[src/rtl/baud_pkg.sv]
package baud_pkg;
    localparam int DIV_W    = 16;
    localparam int BYTE_W   = 8;
    localparam int PRE_RATE = 4;
    localparam int OVS_HI   = 16;
    localparam int OVS_LO   = 8;

    typedef struct packed {
        logic [DIV_W-1:0] cnt;
        logic [DIV_W-1:0] act;
    } div_state_t;

    typedef struct packed {
        logic [BYTE_W-1:0] lo;
        logic [BYTE_W-1:0] hi;
        logic              presc;
        logic              os;
        logic              stick;
        logic              btick;
    } top_state_t;
endpackage

[src/rtl/baud_presc.sv]
module baud_presc #(
    parameter int RATE = baud_pkg::PRE_RATE
) (
    input  logic clk,
    input  logic rst_n,
    input  logic sel,
    input  logic clr,
    output logic en
);
    localparam int CW = (RATE > 1) ? $clog2(RATE) : 1;
    localparam logic [CW-1:0] LAST = CW'(RATE - 1);

    logic [CW-1:0] cnt_q, cnt_d;

    always_comb begin
        cnt_d = cnt_q;
        en    = 1'b0;
        if (clr) begin
            cnt_d = '0;
        end else if (!sel) begin
            en    = 1'b1;
            cnt_d = '0;
        end else if (cnt_q == LAST) begin
            en    = 1'b1;
            cnt_d = '0;
        end else begin
            cnt_d = cnt_q + 1'b1;
        end
    end

    always_ff @(posedge clk or negedge rst_n) begin
        if (!rst_n) cnt_q <= '0;
        else        cnt_q <= cnt_d;
    end

    assert_pass_all_R1: assert property (@(posedge clk) disable iff (!rst_n)
        (!sel && !clr) |-> en);
    assert_gap_after_en_R1: assert property (@(posedge clk) disable iff (!rst_n)
        (sel && en && !clr) |=> !en);
endmodule

[src/rtl/baud_div_counter.sv]
module baud_div_counter
    import baud_pkg::*;
(
    input  logic             clk,
    input  logic             rst_n,
    input  logic             en,
    input  logic             restart,
    input  logic [DIV_W-1:0] divisor,
    output logic             tick
);
    localparam logic [DIV_W-1:0] ONE = DIV_W'(1);

    div_state_t st_q, st_d;

    always_comb begin
        st_d = st_q;
        tick = 1'b0;
        if (restart) begin
            st_d.cnt = ONE;
            st_d.act = divisor;
        end else if (en) begin
            if (st_q.act == '0) begin
                st_d.act = divisor;
                st_d.cnt = ONE;
            end else if (st_q.cnt == st_q.act) begin
                tick     = 1'b1;
                st_d.cnt = ONE;
                st_d.act = divisor;
            end else begin
                st_d.cnt = st_q.cnt + ONE;
            end
        end
    end

    always_ff @(posedge clk or negedge rst_n) begin
        if (!rst_n) begin
            st_q.cnt <= ONE;
            st_q.act <= ONE;
        end else begin
            st_q <= st_d;
        end
    end

    assert_cnt_bound_R4: assert property (@(posedge clk) disable iff (!rst_n)
        (st_q.act != '0) |-> (st_q.cnt != '0 && st_q.cnt <= st_q.act));
    assert_reload_latest_R6: assert property (@(posedge clk) disable iff (!rst_n)
        (tick && !restart) |=> (st_q.act == $past(divisor)));
    assert_zero_silent_R7: assert property (@(posedge clk) disable iff (!rst_n)
        (st_q.act == '0 && $past(st_q.act) == '0) |-> !tick);
endmodule

[src/rtl/baud_bit_counter.sv]
module baud_bit_counter #(
    parameter int N_HI = baud_pkg::OVS_HI,
    parameter int N_LO = baud_pkg::OVS_LO
) (
    input  logic clk,
    input  logic rst_n,
    input  logic tick,
    input  logic restart,
    input  logic os16,
    output logic btick
);
    localparam int CW = $clog2(N_HI);
    localparam logic [CW-1:0] LAST_HI = CW'(N_HI - 1);
    localparam logic [CW-1:0] LAST_LO = CW'(N_LO - 1);

    logic [CW-1:0] cnt_q, cnt_d;
    logic [CW-1:0] last;

    always_comb begin
        last  = os16 ? LAST_HI : LAST_LO;
        cnt_d = cnt_q;
        btick = 1'b0;
        if (restart) begin
            cnt_d = '0;
        end else if (tick) begin
            if (cnt_q == last) begin
                btick = 1'b1;
                cnt_d = '0;
            end else begin
                cnt_d = cnt_q + 1'b1;
            end
        end
    end

    always_ff @(posedge clk or negedge rst_n) begin
        if (!rst_n) cnt_q <= '0;
        else        cnt_q <= cnt_d;
    end

    assert_lo_bound_R5: assert property (@(posedge clk) disable iff (!rst_n)
        (!os16 && !restart && !$past(restart) && $past(!os16)) |-> (cnt_q <= LAST_LO));
    assert_btick_on_tick_R5: assert property (@(posedge clk) disable iff (!rst_n)
        btick |-> tick);
endmodule

[src/rtl/baud_tick_gen.sv]
module baud_tick_gen
    import baud_pkg::*;
(
    input  logic              clk,
    input  logic              rst_n,
    input  logic              wr_en,
    input  logic              wr_hi,
    input  logic [BYTE_W-1:0] wr_data,
    input  logic              presc_sel,
    input  logic              os16,
    output logic              sample_tick,
    output logic              bit_tick
);
    top_state_t       st_q, st_d;
    logic             cfg_chg;
    logic             pre_en;
    logic             div_tick;
    logic             bt_tick;
    logic [DIV_W-1:0] divisor;

    assign divisor = {st_q.hi, st_q.lo};
    assign cfg_chg = (presc_sel != st_q.presc) || (os16 != st_q.os);

    baud_presc #(.RATE(PRE_RATE)) u_presc (
        .clk   (clk),
        .rst_n (rst_n),
        .sel   (presc_sel),
        .clr   (cfg_chg),
        .en    (pre_en)
    );

    baud_div_counter u_div (
        .clk     (clk),
        .rst_n   (rst_n),
        .en      (pre_en),
        .restart (cfg_chg),
        .divisor (divisor),
        .tick    (div_tick)
    );

    baud_bit_counter #(.N_HI(OVS_HI), .N_LO(OVS_LO)) u_bits (
        .clk     (clk),
        .rst_n   (rst_n),
        .tick    (div_tick),
        .restart (cfg_chg),
        .os16    (os16),
        .btick   (bt_tick)
    );

    always_comb begin
        st_d       = st_q;
        st_d.presc = presc_sel;
        st_d.os    = os16;
        st_d.stick = div_tick;
        st_d.btick = bt_tick;
        if (wr_en) begin
            if (wr_hi) st_d.hi = wr_data;
            else       st_d.lo = wr_data;
        end
    end

    always_ff @(posedge clk or negedge rst_n) begin
        if (!rst_n) begin
            st_q.lo    <= BYTE_W'(1);
            st_q.hi    <= '0;
            st_q.presc <= 1'b0;
            st_q.os    <= 1'b1;
            st_q.stick <= 1'b0;
            st_q.btick <= 1'b0;
        end else begin
            st_q <= st_d;
        end
    end

    assign sample_tick = st_q.stick;
    assign bit_tick    = st_q.btick;

    assert_wr_lo_R2: assert property (@(posedge clk) disable iff (!rst_n)
        (wr_en && !wr_hi) |=> (st_q.lo == $past(wr_data)));
    assert_wr_hi_R2: assert property (@(posedge clk) disable iff (!rst_n)
        (wr_en && wr_hi) |=> (st_q.hi == $past(wr_data)));
    assert_bit_on_sample_R5: assert property (@(posedge clk) disable iff (!rst_n)
        bit_tick |-> sample_tick);
    assert_quiet_after_chg_R8: assert property (@(posedge clk) disable iff (!rst_n)
        cfg_chg |=> (!sample_tick && !bit_tick));
    assert_no_double_R9: assert property (@(posedge clk) disable iff (!rst_n)
        (sample_tick && presc_sel && st_q.presc) |=> !sample_tick);
endmodule

[config.mk]
export PLATFORM = sky130hd
export DESIGN_NAME = baud_tick_gen
export DESIGN_NICKNAME = d
export VERILOG_FILES = /design/src/rtl/baud_pkg.sv /design/src/rtl/baud_presc.sv /design/src/rtl/baud_div_counter.sv /design/src/rtl/baud_bit_counter.sv /design/src/rtl/baud_tick_gen.sv
export SDC_FILE = /design/constraint.sdc
export NUM_CORES = 1
export LEC_CHECK = 0
export BUFFER_PORTS_ARGS = -buffer_cell sky130_fd_sc_hd__buf_4
export CORE_ASPECT_RATIO = 0.6
export CORE_MARGIN = 2
export CORE_UTILIZATION = 60
export DETAILED_ROUTE_END_ITERATION = 6
export MAX_ROUTING_LAYER = met4
export PLACE_DENSITY = 0.87
export SYNTH_ARGS = -nofsm -noshare
export SYNTH_HDL_FRONTEND = slang
export SYNTH_HIERARCHICAL = 1
export SYNTH_SLANG_ARGS = --single-unit
export TNS_END_PERCENT = 1
[constraint.sdc]
create_clock -name clk -period 2.7 [get_ports clk]
set_clock_uncertainty 0.2 [all_clocks]
set_input_delay 0.27 -clock clk [delete_from_list [all_inputs] [get_ports clk]]
set_output_delay 0.27 -clock clk [all_outputs]
set_load 0.05 [all_outputs]
; Word level (Yosys, flattened, before mapping)
; Index checks and enable logic that the tools add are counted.
; W data, S select, Z words.
[op_classes]
n_addsub = 3
n_eq_ne = 5
mux = 22
n_bitwise = 1
reduce_logical = 8
[op_table]
columns = op, count
row1 = $mux W32, 3
row2 = $mux W16, 2
row3 = $add A16 B1 Y16 const B, 1
row4 = $eq A16 B16 Y1, 1
row5 = $logic_not A16 Y1, 1
row6 = $mux W4, 4
row7 = $mux W1, 10
row8 = $mux W2, 3
row9 = $reduce_and A2 Y1, 3
row10 = $add A4 B1 Y4 const B, 1
row11 = $eq A4 B4 Y1, 1
row12 = $reduce_bool A2 Y1, 2
row13 = $reduce_bool A3 Y1, 1
row14 = $add A2 B1 Y2 const B, 1
row15 = $eq A2 B2 Y1 const B, 1
row16 = $ne A1 B1 Y1, 2
row17 = $logic_or A1 B1 Y1, 1
row18 = $not A1 Y1, 1
[word_totals]
reg_bits = 58
inputBits = 14
out_inout_bits = 2

; Logic depth before layout (Yosys ltp)
[logic_depth]
word_depth = 8
ltp_mapped = 9

; Modules after synthesis
; The synthesis kept the hierarchy.
[by_module_without_submodules]
columns = module, n_inst, cells_per_inst, area_per_inst_um2, seq_area_each_um2
row1 = baud_div_counter, 1, 153, 1752.9, 803.3
row2 = baud_tick_gen, 1, 42, 765.7, 503.0
row3 = baud_bit_counter, 1, 23, 230.2, 100.1
row4 = baud_presc, 1, 7, 95.1, 50.0

; Worst setup path before layout
; Ideal clock, no wire load.
[synth_timing]
kind = register to register
from = register st_q[2] (netlist name)
to = register u_bits.cnt_q[3]
setup_ns = 0.064
arrival_time_ns = 2.264
t_required_ns = 2.436
slack_ns = 0.171
path_stages_with_launch = 8
period_less_slack_ns = 2.529
path_cell_list = dfstp_2 xnor2_1 nand2_1 a41oi_1 and3_1 or3b_1 a311oi_1 a311o_2
[synth_lines]
columns = item, line
row1 = to (signal assigned), baud_bit_counter.sv:37  ; else cnt_q <= cnt_d;
row2 = to (decl), baud_bit_counter.sv:16  ; logic [CW-1:0] cnt_q, cnt_d;

; Worst setup path in the final report
[layout_timing]
from = register u_div/st_q[16] (netlist name)
to = register u_div/st_q[3] (netlist name)
[layout_between]
elab_chain_cells = 3
[layout_lines]
columns = item, line
row1 = from (decl), baud_div_counter.sv:13  ; div_state_t st_q, st_d;
row2 = from (signal assigned), baud_div_counter.sv:40  ; st_q <= st_d;
row3 = $eq A16 B16 Y1, baud_div_counter.sv:25  ; end else if (st_q.cnt == st_q.act) begin
row4 = $reduce_bool A3 Y1 (no line), -
row5 = $reduce_and A2 Y1 (no line), -
; No other way between the ends.
; A chain may end at the register's enable or synchronous reset.

==> out/qor.yml <==
power_frac_clock: 0.376
yosysTopAreaCell: "dfrtp_1"
cp_num_buf_inv: 0
netSwitchingPower_mw: 0.651
initial_core_util: 0.623
first_pass_iters: 4
cp.arrival_ps: 2690
hold_depth: 2
synth_ff_type: "dfrtp_1"
p_int_mw: 1.79
grt_pass1_vias: 1968
grt_usage: 0.282
diodes: 0
die_area_um2: 5320
cts_setup_buffers: 0
crit_path_top_delay_cell: "a21oi_2"
p_leak_nw: 1.57
rsz0062_at_grt: "yes"
syn_inst: 225
fin_setup_tns_ps: 0
max_freq_ghz: 0.377
ant_nets: 0
grt_max_degree: 59
crit_type: "reg -> reg"
path_delay_family: "compound AO/OA/AOI/OAI gates"
slew_headroom: 0.520
layout-drive-gt1-share: 0.324
place_hpwl_um: 3940
async_reset_ff_frac: 1.00
cap_violations: 0
path_cells: "xor2_1, nor4_2, nand4_1, a21oi_2, mux2_4"
worstMarginPinSlew_ps: 719
finalSetupViolations: 0
endpoint_kind: "flop"
area_growth_pct: 20.1
cts.sinks: 58
reg2reg_slack_ps: 50
cts_max_path_buffers: 2
place_ws_ps: -23.0
port_buffers: 15
routedWlPerCell_um: 18.6
fillers: 296
hold_path.class: "in -> reg"
vias_per_cell: 5.84
drc_errors: 0
via_count: 1956
cp_max_fo: 11
num_rows: 19
seqCellArea_um2: 1460
min_period_ps: 2650
critPathRequiredTime_ps: 2730
synth.avg_cell_area_um2: 12.6
clock_latency_ps: 340
cts_root_buffer: "clkbuf_8"
comb_power_share: 0.169
synth.net_count: 242
fin_crit_sh: 0.983
status: "completed"
place_area_um2: 3050
drtIter0Drc: 96
cts_tree: "yes"
cp.depth: 5
synth-seq-cells: 58
p_per_area_nw_per_um2: 715
htree_levels: 3
yosys_warnings: 6
clkSlewWorstSetupHoldPaths_ps: 70
multiInputGateArea_um2: 1350
ys_types: 46
layout_commonest_cell: "dfrtp_1"
final_cell_mix: "dfrtp_1 (54), buf_4 (24), xor2_1 (22)"
die-width_um: 92.9
num_io_pins: 16
synth_edf_count: 0
vdd_ir_drop_max_uv: 561
grt-ovfl-total: 0
synth_area_um2: 2840
synth_top_area_share: 0.475
switching_share: 0.266
hold_viol_final: 0
yosysSeqAreaShare: 0.512
rr_worst_depth: 5
final_nets: 284
fin_area_um2: 3420
start_kind: "flop"
slowest_delay_ps: 670
layout_setup_ws_ps: 45.7
seq_power_share: 0.455
wl_um: 6220
drv_slew: 0
cts_buffers: 9
place_congestion: 0.904
core_area_um2: 4560
antenna_found_initial: 0
synth.area.top_cells: "dfrtp_1 (48%), mux2_4 (11%), xor2_1 (6.8%)"
grt_pass1_wl_um: 10500
die_h_um: 57.3
metrics by stage:
stage | total power [mW] | utilization | cells | hold WS (ps)
after floorplan | 1.39 | - | 225 | -226
after global placement | 1.48 | 0.669 | 307 | 165
after detailed placement | 1.50 | 0.669 | 307 | 171
after CTS | 2.44 | 0.745 | 335 | 7.07
after global routing | 2.55 | 0.748 | 335 | 4.55
final | 2.44 | 0.748 | 335 | 28.4
power groups by stage:
| stage | registers, mW | clock network (mW) | logic [mW] |
|---|---|---|---|
| after floorplan | 1.08 | 0 | 0.311 |
| after global placement | 1.11 | 0 | 0.367 |
| after detailed placement | 1.12 | 0 | 0.382 |
| after CTS | 1.11 | 0.929 | 0.402 |
| after global routing | 1.12 | 0.983 | 0.446 |
| final | 1.11 | 0.919 | 0.412 |
path summary, 6_finish.rpt:
kind | startpoint | end
max in group asynchronous | rst_n | u_div/st_q[21]$_DFFE_PN0P_
min in group asynchronous | rst_n | st_q[3]$_DFF_PN0_
hold / removal | presc_sel | u_presc/cnt_q[1]$_DFF_PN0_
hold reg to reg | u_presc/cnt_q[0]$_DFF_PN0_ | u_presc/cnt_q[0]$_DFF_PN0_
setup / recovery | u_div/st_q[16]$_DFFE_PN1P_ | u_div/st_q[3]$_DFFE_PN0P_
setup reg to reg | u_div/st_q[16]$_DFFE_PN1P_ | u_div/st_q[3]$_DFFE_PN0P_
metal layers:
layer  track usage  up-vias  share of wire
met5             -        -              0
met4        0.0651        0         0.0061
met3         0.111        6          0.057
met2         0.396       59           0.46
met1         0.391      987           0.47
li1              -      904              -
flip-flops by register name (all words and copies together) (netlist names):
name	count
divisor	16
st_q	2
sample_tick	1
u_div/st_q	32
bit_tick	1
u_bits/cnt_q	4
u_presc/cnt_q	2
cell families (layout without fill, tap and decap cells):
group | Yosys count | after routing | synth area share
AOI/OAI and AO/OA | 25 | 26 | 0.0682
xor gates and xnor gates | 27 | 27 | 0.0831
adders and majority gates | 3 | 3 | 0.0132
buffers and inverters | 9 | 55 | 0.0233
DFF | 58 | 58 | 0.512
muxes | 33 | 33 | 0.158
and+or+nand+nor | 70 | 70 | 0.142
timing repair:
action                                  4_1_cts  5_1_grt
resized for setup                             0        3
hold buffers                                 11        0
gates cloned                                  1        0
hold endpoints to repair                     72        0
pin swaps                                     1        1
endpoints found under the setup margin       15       14
final cells by class:
type                            instances  area share
Sequential cell                        58       0.426
Multi-Input combinational cell        159       0.394
Timing Repair Buffer                   35      0.0850
Clock buffer                           12      0.0454
Tap cell                               63      0.0231
Clock inverter                          4      0.0216
Inverter                                4     0.00440
cells in the mapped netlist (2+ instances only):
library cell / count
o21ai_0: 2
xnor2_1: 5
inv_1: 4
mux2_2: 11
dfstp_2: 4
a22o_1: 3
nand4_1: 3
nor4_2: 3
ha_1: 3
dfrtp_1: 54
mux2_4: 21
nand3_1: 11
a21oi_1: 5
nand2_1: 10
nor4_1: 6
nor3_1: 7
a21o_1: 3
nor2b_1: 2
xor2_1: 22
or4_1: 4
nor2_1: 14
o31ai_1: 3
buf_6: 2
Note: power is estimated with default switching activity, not from simulation.
